File: config.mk
export PLATFORM = sky130hd
export DESIGN_NAME = flash_wr_gate
export DESIGN_NICKNAME = d
export VERILOG_FILES = /design/src/rtl/flash_gate_pkg.sv /design/src/rtl/fwg_classify.sv /design/src/rtl/fwg_guard.sv /design/src/rtl/fwg_aai_seq.sv /design/src/rtl/flash_wr_gate.sv
export SDC_FILE = /design/constraint.sdc
export NUM_CORES = 1
export LEC_CHECK = 0
export BUFFER_PORTS_ARGS = -buffer_cell sky130_fd_sc_hd__buf_2
export CAP_MARGIN = 20
export CORE_MARGIN = 1
export CORE_UTILIZATION = 60
export CTS_CLUSTER_SIZE = 14
export DETAILED_ROUTE_END_ITERATION = 7
export PLACE_DENSITY = 0.84
export SETUP_SLACK_MARGIN = 0.4
export SLEW_MARGIN = 30
export SYNTH_ARGS = -nofsm -noshare
export SYNTH_HDL_FRONTEND = slang
export SYNTH_HIERARCHICAL = 1
export SYNTH_SLANG_ARGS = --single-unit
File: constraint.sdc
create_clock -name clk -period 11.1 [get_ports clk]
set_clock_uncertainty 0.15 [all_clocks]
set_input_delay 0 -clock clk [delete_from_list [all_inputs] [get_ports clk]]
set_output_delay 0 -clock clk [all_outputs]
set_load 0.02 [all_outputs]
File: src/rtl/flash_gate_pkg.sv
package flash_gate_pkg;

   localparam logic [7:0] OPC_WREN  = 8'h06;
   localparam logic [7:0] OPC_WRDI  = 8'h04;
   localparam logic [7:0] OPC_EWSR  = 8'h50;
   localparam logic [7:0] OPC_WRSR  = 8'h01;
   localparam logic [7:0] OPC_PROG  = 8'h02;
   localparam logic [7:0] OPC_AAI   = 8'hAF;
   localparam logic [7:0] OPC_SECT  = 8'h20;
   localparam logic [7:0] OPC_BLK_A = 8'h52;
   localparam logic [7:0] OPC_BLK_B = 8'hD8;
   localparam logic [7:0] OPC_CHP_A = 8'h60;
   localparam logic [7:0] OPC_CHP_B = 8'hC7;
   localparam logic [7:0] OPC_RDSR  = 8'h05;

   typedef enum logic [3:0] {
      C_WREN, C_WRDI, C_EWSR, C_WRSR, C_PROG, C_AAI1, C_AAIN,
      C_SECT, C_BLK, C_CHIP, C_RDSR, C_OTHER
   } cmd_cls_e;

   typedef enum logic [2:0] {
      K_PROG = 3'd0, K_SECT = 3'd1, K_BLK = 3'd2, K_CHIP = 3'd3, K_WRSR = 3'd4
   } op_kind_e;

endpackage

File: src/rtl/fwg_classify.sv
module fwg_classify
   import flash_gate_pkg::*;
(
   input  logic [7:0] op,
   input  logic [2:0] cycles,
   input  logic       partial,
   input  logic       aai_on,
   output cmd_cls_e   cls,
   output logic       complete
);
   logic [2:0] need;
   logic       any_len;

   always_comb begin
      cls     = C_OTHER;
      need    = 3'd1;
      any_len = 1'b0;
      case (op)
         OPC_WREN:             begin cls = C_WREN; need = 3'd1; end
         OPC_WRDI:             begin cls = C_WRDI; need = 3'd1; end
         OPC_EWSR:             begin cls = C_EWSR; need = 3'd1; end
         OPC_WRSR:             begin cls = C_WRSR; need = 3'd2; end
         OPC_PROG:             begin cls = C_PROG; need = 3'd5; end
         OPC_AAI: begin
            cls  = aai_on ? C_AAIN : C_AAI1;
            need = aai_on ? 3'd2 : 3'd5;
         end
         OPC_SECT:             begin cls = C_SECT; need = 3'd4; end
         OPC_BLK_A, OPC_BLK_B: begin cls = C_BLK;  need = 3'd4; end
         OPC_CHP_A, OPC_CHP_B: begin cls = C_CHIP; need = 3'd1; end
         OPC_RDSR:             begin cls = C_RDSR; any_len = 1'b1; end
         default:              begin cls = C_OTHER; any_len = 1'b1; end
      endcase
      if (any_len) complete = !partial && (cycles != 3'd0);
      else         complete = !partial && (cycles == need);
   end
endmodule

File: src/rtl/fwg_guard.sv
module fwg_guard
   import flash_gate_pkg::*;
(
   input  logic     clk,
   input  logic     rst_n,
   input  logic     ev,
   input  cmd_cls_e cls,
   input  logic     issue,
   input  logic     issue_aai,
   input  logic     aai_fin,
   input  logic     ack,
   output logic     wel,
   output logic     ewsr_arm,
   output logic     busy
);
   logic busy_aai;

   always_ff @(posedge clk) begin
      if (!rst_n) begin
         wel      <= 1'b0;
         ewsr_arm <= 1'b0;
         busy     <= 1'b0;
         busy_aai <= 1'b0;
      end else begin
         if (ack && busy && !busy_aai) wel <= 1'b0;
         if (aai_fin)                  wel <= 1'b0;
         if (ev && cls == C_WREN)      wel <= 1'b1;
         if (ev && cls == C_WRDI)      wel <= 1'b0;
         if (ev)                       ewsr_arm <= (cls == C_EWSR);
         if (issue) begin
            busy     <= 1'b1;
            busy_aai <= issue_aai;
         end else if (ack) begin
            busy     <= 1'b0;
         end
      end
   end

   assert_wren_sets_R2: assert property (@(posedge clk) disable iff (!rst_n)
      (ev && cls == C_WREN) |=> wel);
   assert_wrdi_clears_R2: assert property (@(posedge clk) disable iff (!rst_n)
      (ev && cls == C_WRDI) |=> !wel);
   assert_ack_releases_R11: assert property (@(posedge clk) disable iff (!rst_n)
      (ack && !issue) |=> !busy);
endmodule

File: src/rtl/fwg_aai_seq.sv
module fwg_aai_seq #(
   parameter int AW = 17
) (
   input  logic          clk,
   input  logic          rst_n,
   input  logic          start,
   input  logic [AW-1:0] start_addr,
   input  logic          step,
   input  logic          stop,
   output logic          on,
   output logic [AW-1:0] next_addr,
   output logic          fin
);
   localparam logic [AW-1:0] TOP = {AW{1'b1}};

   assign fin = (start && start_addr == TOP) || (step && next_addr == TOP) || (stop && on);

   always_ff @(posedge clk) begin
      if (!rst_n) begin
         on        <= 1'b0;
         next_addr <= '0;
      end else begin
         if (start) begin
            on        <= (start_addr != TOP);
            next_addr <= start_addr + 1'b1;
         end else if (step) begin
            if (next_addr == TOP) on <= 1'b0;
            else                  next_addr <= next_addr + 1'b1;
         end
         if (stop) on <= 1'b0;
      end
   end

   assert_step_advances_R7: assert property (@(posedge clk) disable iff (!rst_n)
      (step && next_addr != TOP) |=> (on && next_addr == $past(next_addr) + 1'b1));
   assert_top_ends_R9: assert property (@(posedge clk) disable iff (!rst_n)
      (step && next_addr == TOP) |=> !on);
endmodule

File: src/rtl/flash_wr_gate.sv
module flash_wr_gate
   import flash_gate_pkg::*;
#(
   parameter int AW       = 17,
   parameter int SECT_LSB = 12,
   parameter int BLK_LSB  = 15,
   parameter bit AAI_EN   = 1'b1
) (
   input  logic          clk,
   input  logic          rst_n,
   input  logic          cmd_valid,
   input  logic [7:0]    cmd_op,
   input  logic [AW-1:0] cmd_addr,
   input  logic [7:0]    cmd_data,
   input  logic [2:0]    cmd_cycles,
   input  logic          cmd_partial,
   input  logic          op_ack,
   output logic          op_strobe,
   output logic [2:0]    op_kind,
   output logic [AW-1:0] op_addr,
   output logic [7:0]    op_data,
   output logic          wel,
   output logic          busy,
   output logic          aai_active
);
   if (AW < 16 || AW > 24) begin : g_bad_aw
      $error("flash_wr_gate: AW must lie in 16..24");
   end
   if (SECT_LSB < 1 || BLK_LSB <= SECT_LSB || BLK_LSB >= AW) begin : g_bad_lsb
      $error("flash_wr_gate: need 0 < SECT_LSB < BLK_LSB < AW");
   end

   cmd_cls_e      cls;
   logic          complete, ev, ewsr_arm, open_gate;
   logic          acc_prog, acc_first, acc_next, acc_sect, acc_blk, acc_chip, acc_wrsr;
   logic          issue, issue_aai, aai_stop, aai_fin;
   logic [AW-1:0] next_addr, sect_addr, blk_addr;
   op_kind_e      kind_d;
   logic [AW-1:0] addr_d;

   fwg_classify u_cls (
      .op(cmd_op), .cycles(cmd_cycles), .partial(cmd_partial),
      .aai_on(aai_active), .cls(cls), .complete(complete)
   );

   assign ev        = cmd_valid && complete;
   assign open_gate = ev && !busy;
   assign acc_prog  = open_gate && wel && cls == C_PROG;
   assign acc_first = open_gate && wel && cls == C_AAI1 && AAI_EN;
   assign acc_next  = open_gate && cls == C_AAIN;
   assign acc_sect  = open_gate && wel && cls == C_SECT;
   assign acc_blk   = open_gate && wel && cls == C_BLK;
   assign acc_chip  = open_gate && wel && cls == C_CHIP;
   assign acc_wrsr  = open_gate && ewsr_arm && cls == C_WRSR;
   assign issue_aai = acc_first || acc_next;
   assign issue     = acc_prog || issue_aai || acc_sect || acc_blk || acc_chip || acc_wrsr;
   assign aai_stop  = ev && aai_active && cls != C_AAIN && cls != C_RDSR;

   for (genvar b = 0; b < AW; b++) begin : g_region
      if (b >= SECT_LSB) begin : g_s_keep
         assign sect_addr[b] = cmd_addr[b];
      end else begin : g_s_zero
         assign sect_addr[b] = 1'b0;
      end
      if (b >= BLK_LSB) begin : g_b_keep
         assign blk_addr[b] = cmd_addr[b];
      end else begin : g_b_zero
         assign blk_addr[b] = 1'b0;
      end
   end

   if (AAI_EN) begin : g_aai
      fwg_aai_seq #(.AW(AW)) u_aai (
         .clk(clk), .rst_n(rst_n), .start(acc_first), .start_addr(cmd_addr),
         .step(acc_next), .stop(aai_stop), .on(aai_active),
         .next_addr(next_addr), .fin(aai_fin)
      );
   end else begin : g_no_aai
      assign aai_active = 1'b0;
      assign next_addr  = '0;
      assign aai_fin    = 1'b0;
   end

   fwg_guard u_guard (
      .clk(clk), .rst_n(rst_n), .ev(ev), .cls(cls), .issue(issue),
      .issue_aai(issue_aai), .aai_fin(aai_fin), .ack(op_ack),
      .wel(wel), .ewsr_arm(ewsr_arm), .busy(busy)
   );

   always_comb begin
      kind_d = K_PROG;
      addr_d = cmd_addr;
      if (acc_next)      begin kind_d = K_PROG; addr_d = next_addr; end
      else if (acc_sect) begin kind_d = K_SECT; addr_d = sect_addr; end
      else if (acc_blk)  begin kind_d = K_BLK;  addr_d = blk_addr;  end
      else if (acc_chip) begin kind_d = K_CHIP; addr_d = '0;        end
      else if (acc_wrsr) begin kind_d = K_WRSR; addr_d = '0;        end
   end

   always_ff @(posedge clk) begin
      if (!rst_n) begin
         op_strobe <= 1'b0;
         op_kind   <= 3'd0;
         op_addr   <= '0;
         op_data   <= '0;
      end else begin
         op_strobe <= issue;
         if (issue) begin
            op_kind <= kind_d;
            op_addr <= addr_d;
            op_data <= cmd_data;
         end
      end
   end

   assert_gated_needs_wel_R3: assert property (@(posedge clk) disable iff (!rst_n)
      (op_strobe && op_kind != K_WRSR) |-> $past(wel));
   assert_sector_base_R5: assert property (@(posedge clk) disable iff (!rst_n)
      (op_strobe && op_kind == K_SECT) |-> (op_addr[SECT_LSB-1:0] == '0));
   assert_block_base_R5: assert property (@(posedge clk) disable iff (!rst_n)
      (op_strobe && op_kind == K_BLK) |-> (op_addr[BLK_LSB-1:0] == '0));
   assert_wrsr_paired_R6: assert property (@(posedge clk) disable iff (!rst_n)
      (op_strobe && op_kind == K_WRSR) |-> $past(ewsr_arm));
   assert_no_issue_when_busy_R11: assert property (@(posedge clk) disable iff (!rst_n)
      op_strobe |-> (busy && !$past(busy)));
   assert_single_pulse_R4: assert property (@(posedge clk) disable iff (!rst_n)
      op_strobe |=> !op_strobe || $past(issue));
endmodule

==> results.py <==
metrics = {
    "route": {
        "wl_met1_um": 4380,
        "vias": 4015,
        "routed_wl_um": 10500,
        "dr.max_layer_used": "met4",
        "final_antenna_net_count": 0,
        "route.met2.wl_um": 4930,
        "firstDrtPassIters": 7,
        "wl_met3_um": 845,
        "via_per_inst": 6.67,
        "drc": 0,
        "drt_iter0_drc": 632,
        "wl_per_cell_um": 17.5,
    },
    "job": {
        "drv_cap": 0,
    },
    "grt": {
        "grt_pass1_wl_um": 16900,
        "track_usage": 0.327,
        "antenna_found_initial": 0,
        "overflow": 0,
        "grt_max_degree": 54,
        "grt_pass1_vias": 3537,
    },
    "worst_setup_path": {
        "crit_path_start_kind": "input port",
        "cp-endpoint": "g_aai.u_aai/next_addr[10]",
        "cp.arrival_ps": 5230,
        "endpoint_kind": "flip-flop",
        "cpMaxStageDelayCell": "or4_4",
        "path_class": "input port to flip-flop",
        "path_max_fanout": 53,
        "cp.required_ps": 11150,
        "r2r-start": "g_aai.u_aai/on",
        "timing.rr.end": "g_aai.u_aai/next_addr[10]",
        "crit_start": "cmd_op[4]",
        "cp_cell_sequence": "buf_2 -> or4_4 -> o41a_1 -> or4b_4 -> o2111ai_2 -> o211ai_1 -> o32ai_1 -> nand4bb_1 -> nor3_2 -> buf_4 -> nand2_1 -> o21ai_0 -> ha_1 -> inv_1 -> a211oi_4 -> nand2_2 -> o311a_1 -> a311o_1",
        "cpPeakStageDelay_ps": 570,
        "reg2reg_slack_ps": 6520,
        "ff2ff_path_depth": 15,
    },
    "die": {
        "start_util": 0.628,
        "num_rows": 28,
        "ios": 73,
        "design.core.area_sq_um": 5960,
        "die_w_um": 81.0,
        "fp.dieArea_sq_um": 6550,
        "die_y_um": 81.0,
    },
    "place": {
        "dp_hpwl_um": 7310,
        "gp_congestion": 1.03,
        "placed_cell_area_sq_um": 4010,
        "io_buffers": 72,
    },
    "timing": {
        "hold_violations": 0,
        "final.period_utilization": 0.467,
        "fmax_ghz": 0.193,
        "drv_slew": 0,
        "rsz0062_at_grt": "false",
        "slew_headroom": 0.425,
        "tns_ps": 0,
        "min_period_ps": 5180,
        "worstMarginPinSlew_ps": 862,
        "setup_violations": 0,
    },
    "synth": {
        "ys_ff_latch": 51,
        "syn_area_sq_um": 3740,
        "syn_nets": 502,
        "synth-seq-area-share": 0.273,
        "yosysWarnings": 6,
        "synth-edff-count": 0,
        "synth_top_area_share": 0.273,
        "syn-instance-count": 460,
        "synth_ff_type": "dfxtp_1",
        "syn_avg_cell_area_sq_um": 8.13,
        "yosysTopAreaCell": "dfxtp_1",
        "ys_types": 82,
        "yosys-top-cells-area": "dfxtp_1 27%, nand3_1 4.1%, o211a_1 4.0%",
        "postSynth.asyncResetShare": 0,
    },
    "worst_hold_path": {
        "min-delay-start": "cmd_addr[7]",
        "min_path_type": "input port to flip-flop",
    },
    "power_and_ir_drop": {
        "power_density_nw_per_um2": 82.5,
        "peakVddDrop_mv": 0.0678,
        "leakage_nw": 1.76,
    },
    "cells_and_area": {
        "antennaDiodeCount": 0,
        "area_growth_pct": 14.5,
        "final_cell_area_sq_um": 4280,
        "n_fill_cell": 470,
        "nets": 569,
        "drive_above_1_share": 0.214,
    },
    "cts": {
        "cts.clk_slew.worst_paths_ps": 90,
        "cts_sinks": 51,
        "h-tree-depth": 2,
        "cts_made_buffers": 5,
        "root_buffer": "clkbuf_8",
        "clock_path_buffers": 2,
        "insertion_delay_ps": 310,
        "cts_setup_buffers": 0,
        "cts_tree": "built",
    },
    "status": {
        "outcome": "completed",
    },
}
==> final cells by class <==
| class | count | area [sq um] | share of cell area |
|---|---|---|---|
| clock buffer | 5 | 68.8 | 0.0161 |
| clock inverter | 2 | 37.5 | 0.00876 |
| tap | 75 | 93.8 | 0.0219 |
| timing repair buffer | 93 | 561 | 0.131 |
| sequential | 51 | 1020 | 0.238 |
| inverter | 24 | 92.6 | 0.0216 |
| multi-input combinational | 352 | 2410 | 0.562 |
==> cells by family after synthesis <==
kind of cell    share of synthesized area
simple gates                        0.289
xor+xnor                           0.0351
buf+inv                            0.0843
flops                               0.273
mux                                0.0331
compound gates                      0.282
fa+ha+maj                         0.00334
==> synthesized netlist by cell type (4+ instances only) <==
cell type / n
o211ai_1: 8
xnor2_1: 9
nand4b_1: 6
buf_2: 4
nand3_1: 31
a21oi_1: 26
nand4_1: 13
inv_1: 23
nor2b_1: 6
dfxtp_1: 51
o311ai_0: 4
o21ai_0: 23
o211a_1: 15
o311a_1: 4
xor2_1: 6
nand3b_1: 9
nand2_1: 33
nor3_1: 23
o32ai_1: 13
mux2i_1: 9
buf_6: 8
clkbuf_1: 15
nor4_1: 5
a21boi_0: 4
nor2_1: 20
o21a_1: 6
==> flip-flops by register name, summed over array words and instances (netlist names) <==
| register | cells |
|---|---|
| op_addr | 17 |
| g_aai.u_aai/next_addr | 17 |
| g_aai.u_aai/on | 1 |
| op_data | 8 |
| u_guard/busy | 1 |
| op_strobe | 1 |
| u_guard/busy_aai | 1 |
| op_kind | 3 |
| u_guard/wel | 1 |
| u_guard/ewsr_arm | 1 |
==> per-stage QoR <==
step	instances	hold slack, ps	total power, W	utilization	setup slack (ps)
6_report	602	13.7	0.000353	0.719	5920
3_3_place_gp	578	115	0.000221	0.673	5890
2_1_floorplan	460	-32.5	0.000206	-	5550
5_1_grt	602	26.8	0.000365	0.719	5450
4_1_cts	602	0.0366	0.000354	0.719	5990
3_5_place_dp	578	122	0.000222	0.673	5670
==> where the power goes <==
part           leakage (nW)  switching (W)  internal (W)   total, W
logic                  1.30      0.0000234     0.0000173  0.0000407
registers             0.411   0.0000000246      0.000183   0.000183
clock network        0.0502      0.0000638     0.0000660   0.000130
total                  1.76      0.0000872      0.000266   0.000353
==> what timing repair did <==
action	CTS	global route
hold buffers	17	0
resized for setup	0	0
endpoints found under the hold margin	21	0
==> critical path: cells and delay by family <==
kind | cells | cell delay (ps)
and+or+nand+nor | 6 | 2160
AOI/OAI and AO/OA | 8 | 2030
buffers and inverters | 3 | 720
adders and majority gates | 1 | 300
==> worst min path at each step <==
stage	to	slack, ps	depth (start not counted)
floorplan	u_guard/busy	-30	1
global placement	op_data[5]	110	3
detailed placement	op_data[2]	120	3
CTS	g_aai.u_aai/next_addr[7]	0.04	4
global route	g_aai.u_aai/next_addr[7]	30	4
finish	g_aai.u_aai/next_addr[7]	10	4
==> cell usage in the layout, fill, tap and decap left out, types with 8 or more instances in the layout <==
master / synthesis / routed
a21oi_1: 26 / 26
mux2i_1: 9 / 9
nand3b_1: 9 / 9
o32ai_1: 13 / 13
xnor2_1: 9 / 9
buf_2: 4 / 72
dlygate4sd3_1: 0 / 17
o21ai_0: 23 / 23
nor2_1: 20 / 20
nand4_1: 13 / 13
o211ai_1: 8 / 8
nand3_1: 31 / 31
o211a_1: 15 / 15
nand2_1: 33 / 33
inv_1: 23 / 23
dfxtp_1: 51 / 51
nor3_1: 23 / 22
==> routing by layer <==
| layer | global-route usage | vias up |
|---|---|---|
| met2 | 0.539 | 240 |
| met3 | 0.0483 | 53 |
| met4 | 0.113 | 0 |
| met5 | 0 | - |
| li1 | - | 1882 |
| met1 | 0.432 | 1840 |
Note: power is estimated with default switching activity, not from simulation.
